--- config.mk ---
export PLATFORM = sky130hd
export DESIGN_NAME = pwr_seq
export DESIGN_NICKNAME = d
export VERILOG_FILES = /design/src/rtl/pwr_seq.sv
export SDC_FILE = /design/constraint.sdc
export NUM_CORES = 1
export LEC_CHECK = 0
export BUFFER_PORTS_ARGS = -buffer_cell sky130_fd_sc_hd__buf_2
export CAP_MARGIN = 0
export CORE_MARGIN = 4
export CORE_UTILIZATION = 50
export DETAILED_ROUTE_END_ITERATION = 7
export GPL_ROUTABILITY_DRIVEN = 0
export PLACE_DENSITY = 0.77
export SETUP_SLACK_MARGIN = 0.02
export SLEW_MARGIN = 5
export SYNTH_ARGS = -nofsm -noshare
export SYNTH_HDL_FRONTEND = slang
export SYNTH_SLANG_ARGS = --single-unit
--- constraint.sdc ---
create_clock -name clk -period 1.66 [get_ports clk]
set_input_delay 0.332 -clock clk [delete_from_list [all_inputs] [get_ports clk]]
set_output_delay 0.332 -clock clk [all_outputs]
set_load 0.01 [all_outputs]
--- src/rtl/pwr_seq.sv ---
module pwr_seq #(
  parameter int SETTLE_MS   = 10,
  parameter int CLKSTAB_MS  = 10,
  parameter int PWRUP_MS    = 250,
  parameter int RELEASE_MS  = 50,
  parameter int RSTHOLD_MS  = 30,
  parameter int GOOD_TMO_MS = 20
) (
  input  logic clk,
  input  logic rst_n,
  input  logic tick_ms,
  input  logic cmd_on,
  input  logic cmd_off,
  input  logic supply_good,
  input  logic clock_good,
  output logic supply_en,
  output logic clk32_en,
  output logic power_up,
  output logic chip_rst_n,
  output logic busy,
  output logic ready,
  output logic fault
);
  function automatic int mx(input int a, input int b);
    return (a > b) ? a : b;
  endfunction

  localparam int MAXT = mx(mx(mx(SETTLE_MS, CLKSTAB_MS), mx(PWRUP_MS, RELEASE_MS)),
                           mx(RSTHOLD_MS, GOOD_TMO_MS));
  localparam int CW = $clog2(MAXT + 1);

  typedef enum logic [3:0] {
    S_OFF, S_SETTLE, S_SUP, S_CLK, S_STAB, S_PWR, S_REL, S_RDY, S_HOLD, S_DROP
  } st_t;

  st_t st, nxt;
  logic [CW-1:0] cnt, lim;
  logic fault_q, done, fail, timed;

  always_comb begin
    case (st)
      S_SETTLE:     lim = CW'(SETTLE_MS);
      S_SUP, S_CLK: lim = CW'(GOOD_TMO_MS);
      S_STAB:       lim = CW'(CLKSTAB_MS);
      S_PWR:        lim = CW'(PWRUP_MS);
      S_REL:        lim = CW'(RELEASE_MS);
      S_HOLD:       lim = CW'(RSTHOLD_MS);
      default:      lim = CW'(1);
    endcase
  end

  assign timed = st inside {S_SETTLE, S_SUP, S_CLK, S_STAB, S_PWR, S_REL, S_HOLD};
  assign done  = timed && tick_ms && (cnt == lim - 1'b1);
  assign fail  = (st == S_SUP && !supply_good && done) ||
                 (st == S_CLK && !clock_good && done);

  always_comb begin
    nxt = st;
    case (st)
      S_OFF:    if (cmd_on) nxt = S_SETTLE;
      S_SETTLE: if (done) nxt = S_SUP;
      S_SUP:    if (supply_good) nxt = S_CLK; else if (done) nxt = S_OFF;
      S_CLK:    if (clock_good) nxt = S_STAB; else if (done) nxt = S_OFF;
      S_STAB:   if (done) nxt = S_PWR;
      S_PWR:    if (done) nxt = S_REL;
      S_REL:    if (done) nxt = S_RDY;
      S_RDY:    if (cmd_off) nxt = S_HOLD;
      S_HOLD:   if (done) nxt = S_DROP;
      S_DROP:   nxt = S_OFF;
      default:  nxt = S_OFF;
    endcase
  end

  always_ff @(posedge clk or negedge rst_n) begin
    if (!rst_n) begin
      st      <= S_OFF;
      cnt     <= '0;
      fault_q <= 1'b0;
    end else begin
      st <= nxt;
      if (nxt != st)            cnt <= '0;
      else if (timed && tick_ms) cnt <= cnt + 1'b1;
      if (fail)                         fault_q <= 1'b1;
      else if (st == S_OFF && cmd_on)   fault_q <= 1'b0;
    end
  end

  assign supply_en  = st inside {S_SUP, S_CLK, S_STAB, S_PWR, S_REL, S_RDY, S_HOLD};
  assign clk32_en   = st inside {S_CLK, S_STAB, S_PWR, S_REL, S_RDY, S_HOLD, S_DROP};
  assign power_up   = st inside {S_PWR, S_REL, S_RDY, S_HOLD};
  assign chip_rst_n = st inside {S_REL, S_RDY};
  assign ready      = (st == S_RDY);
  assign busy       = !(st == S_OFF || st == S_RDY);
  assign fault      = fault_q;

  AST_RELEASE_LAST: assert property (@(posedge clk) disable iff (!rst_n)
    chip_rst_n |-> (supply_en && clk32_en && power_up));
  AST_CLK_AFTER_GOOD: assert property (@(posedge clk) disable iff (!rst_n)
    $rose(clk32_en) |-> $past(supply_good));
  AST_FAULT_SAFE: assert property (@(posedge clk) disable iff (!rst_n)
    fault |-> !(supply_en || clk32_en || power_up || chip_rst_n || busy));
  AST_FAULT_CLEAR: assert property (@(posedge clk) disable iff (!rst_n)
    $fell(fault) |-> busy);
  AST_RESET_FIRST: assert property (@(posedge clk) disable iff (!rst_n)
    $fell(supply_en) |-> $past(!chip_rst_n));
  AST_CLK_DROPS_LAST: assert property (@(posedge clk) disable iff (!rst_n)
    $fell(clk32_en) |-> !supply_en);
  AST_READY_EXCL: assert property (@(posedge clk) disable iff (!rst_n)
    !(ready && busy));
  AST_BUSY_END: assert property (@(posedge clk) disable iff (!rst_n)
    $fell(busy) |-> (ready || !(supply_en || clk32_en || power_up || chip_rst_n)));
endmodule

==> results by group <==
Yosys
  – Synth Area per Inst: roughly 8.3 µm²
  – Compound-cell area share of the yosys netlist: between 20 and 25%
  – Number of synthesized flops with an enable pin: 0
  – Mapped Area: 0.00102 mm²
  – Syn nets: 131
  – Most used DFF post-synth: dfrtp_1
  – Main combinational cell family by area after synthesis: simple AND/OR/NAND/NOR gates
  – Post-Syn Instances: approximately 120
  – Cell variety after synth: 42
  – Area share of fa/ha/maj cells after synthesis: about 1.2%
  – Sequential-to-total area share from yosys stat: a little under a third
  – Post-synthesis xor/xnor area fraction: under 10%
  – Simple-Gate Fraction of Synth Area: about a quarter
  – Mux share of post-synthesis cell area: under 10%
  – Synth async-reset ratio: 100%
  – Yosys reg bits: 13
  – Yosys warning total: 0

Timing
  – Setup_tns: -2700 ps
  – Final Hold Fails: 0
  – Worst setup margin: -251 ps
  – Highest Clock Rate: 0.523 GHz
  – Period minus WS final: ~1900 ps
  – Worst Tran Pin Value: about 320 ps
  – Max-slew headroom: roughly four fifths
  – Final setup fails: 16
  – Unrepaired setup endpoints after global routing: true
  – Worst Clk Skew: 1.90 ps
  – Final worst-path cycle share: 115%
  – Hold Slack: 344 ps
  – Slew Limit Fails: 0

Route
  – Routed vias/inst: between 5 and 6
  – DR WL/cell: 18.0 µm
  – Vias: 1,154
  – Post-DRT Antenna Nets: 0
  – Drt first pass iters: 4
  – Drt total wl: 3.55 mm
  – Drt drc: 0
  – DRC violation total after the first TritonRoute iteration: 24

Power
  – Leakage power: approximately 0.65 nW
  – Cell Pwr Density: between 1000 and 1500 mW/mm²
  – Logic pwr share: between 70% and 80%
  – Clock power share: under 10%
  – Seq pwr share: a little over a fifth
  – Net Sw Frac: 44.3%
  – Max VDD drop: 0.839 mV
  – Switch Pwr: just over 1 mW
  – Internal power: about 1.3 mW

CTS
  – Root Driver: clkbuf_4
  – Number of H-tree branching levels: 1
  – CTS buffer count: 3
  – CTS tree: done
  – Sink Count: 13
  – Clk buf depth: 2
  – Clk slew on worst S/H paths: ~80 ps
  – Clk_lat worst skew: approximately 280 ps

Placement
  – Cells after DPL: around 180
  – Port Buffer Count: 13
  – Pre-CTS WS: -225 ps
  – Post-DP HPWL: 2.11 mm

Setup path
  – Setup crit start kind: flip-flop
  – Critical Path AT: 2090 ps
  – Critical path fanouts, max: 6
  – Crit path required time: approximately 1800 ps
  – CP Class: reg -> reg
  – R2r worst-path depth: 7
  – Crit path capture type: flip-flop

Floorplanning
  – Row cnt: 16
  – Starting density of the core: between 50% and 60%
  – Die height: 53.3 µm
  – Die W: 53.3 µm
  – Die ar.: ~0.0028 mm²
  – Boundary Pins: 14
  – CORE AREA: around 0.002 mm²

Finish
  – Final Non-Filler Cells: ~200
  – Antenna diode count: 0
  – Syn-to-layout area delta: 59.2%
  – Share of cells above drive strength 1: a little over half
  – # nets final: ~180

Global route
  – First-pass GRT wire length: approximately 5.1 mm
  – Largest net degree at the start of global routing: 14
  – Vias in the first global route: roughly 1,100
  – Initial antenna violation count: 0
  – Tot GR Track Use: between 20% and 30%
  – Gr ovfl total: 0

Status
  – Failing checks: setup timing
  – Run status: finished, violations left

Run
  – Number of max-cap violations: 0

Worst hold path
  – HP Class: in -> reg
  – Cell depth of the worst hold path: 3
==> path summary, 6_finish.rpt <==
kind,slack (ps),to,start
max,-250,fault$_DFFE_PN0P_,st[3]$_DFF_PN0_
min,340,st[2]$_DFF_PN0_,clock_good
min reg2reg,500,fault$_DFFE_PN0P_,fault$_DFFE_PN0P_
max in group asynchronous,910,st[3]$_DFF_PN0_,rst_n
min in group asynchronous,490,cnt[1]$_DFFE_PN0P_,rst_n
max reg2reg,-250,fault$_DFFE_PN0P_,st[3]$_DFF_PN0_
==> critical path, cell delays in order, from the launching register on <==
cell and delay, ps:
dfrtp_2 440, buf_6 120, or4b_4 480, a21oi_4 190, a2111oi_4 70, o2111a_2 180, buf_6 130, a32o_1 200
==> cell families (layout without fill, tap and decap cells) <==
group / after synthesis / count (layout)
adders and majority gates: 1 / 1
xor gates and xnor gates: 10 / 10
AOI/OAI and AO/OA: 32 / 32
muxes: 3 / 3
DFF: 13 / 13
buffers and inverters: 11 / 58
and+or+nand+nor: 53 / 53
==> stage by stage <==
stage / util, % / total power, mW / cell area [µm²]
5_1_grt: 83.2 / 2.43 / 1630
4_1_cts: 72.6 / 1.89 / 1430
3_5_place_dp: 65.0 / 1.55 / 1270
6_report: 83.2 / 2.31 / 1630
2_1_floorplan: - / 1.13 / 1040
3_3_place_gp: 65.0 / 1.50 / 1270
==> power by group through the flow <==
stage	logic (mW)	registers, mW	clock network (mW)
2_1_floorplan	0.713	0.413	0
3_3_place_gp	1.05	0.447	0
3_5_place_dp	1.10	0.452	0
4_1_cts	1.22	0.459	0.210
5_1_grt	1.72	0.488	0.223
6_report	1.63	0.482	0.205
==> per-layer routing <==
| layer | GRT usage, % | share of wire, % |
|---|---|---|
| met2 | 45.7 | 53 |
| met5 | 0 | 0 |
| met4 | 7.66 | 2.2 |
| met3 | 4.51 | 4.8 |
| met1 | 28.6 | 40 |
==> cell usage after synthesis, types with 2 or more instances <==
cell type  number  area, µm²
a21o_1          2       15.0
a21oi_1         7       35.0
o21ai_0         7       35.0
buf_6           2       22.5
nor3b_1         2       15.0
buf_2           3       15.0
xor2_1          3       26.3
inv_1           3       11.3
clkbuf_1        2       7.51
o21a_1          2       15.0
o2111ai_1       2       17.5
nor3_1          8       40.0
nand2_1        10       37.5
nor2_1         15       56.3
dfrtp_1        13        325
or3_1           2       12.5
mux2i_1         3       30.0
nand3_1         3       15.0
nand2b_1        3       18.8
xnor2_1         7       61.3
nor2b_1         2       12.5
nand4_1         2       12.5
==> sequential cells by signal, summed over array words and instances, names as in the netlist <==
register	count
cnt	8
st	4
fault	1
==> cell usage in the layout (no fill, tap or decap), types with 3 or more instances in the layout <==
cell,n
buf_4,22
buf_6,15
buf_2,13
nor2_1,11
nand2_1,9
dfrtp_1,9
xnor2_1,7
nor3_2,7
a21oi_1,5
o21ai_0,4
dfrtp_2,4
nor2_2,3
o21ai_2,3
nand3_1,3
xor2_1,3
mux2i_1,3
clkbuf_4,3
==> area by class of cell <==
type | instances | area (µm²)
Tap cell | 27 | 33.8
Sequential cell | 13 | 330
Inverter | 3 | 16.3
Multi-Input combinational cell | 99 | 816
Clock buffer | 4 | 26.3
Timing Repair Buffer | 51 | 409
Fill cell | 115 | 330
==> timing repair <==
item | CTS | global route
setup endpoints to repair | 17 | 17
gates cloned | 0 | 0
hold buffers | 1 | 0
buffers inserted | 3 | 10
pin swaps | 9 | 6
resized for setup | 31 | 29
endpoints found under the hold margin | 13 | 0
Note: power is estimated with default switching activity, not from simulation.
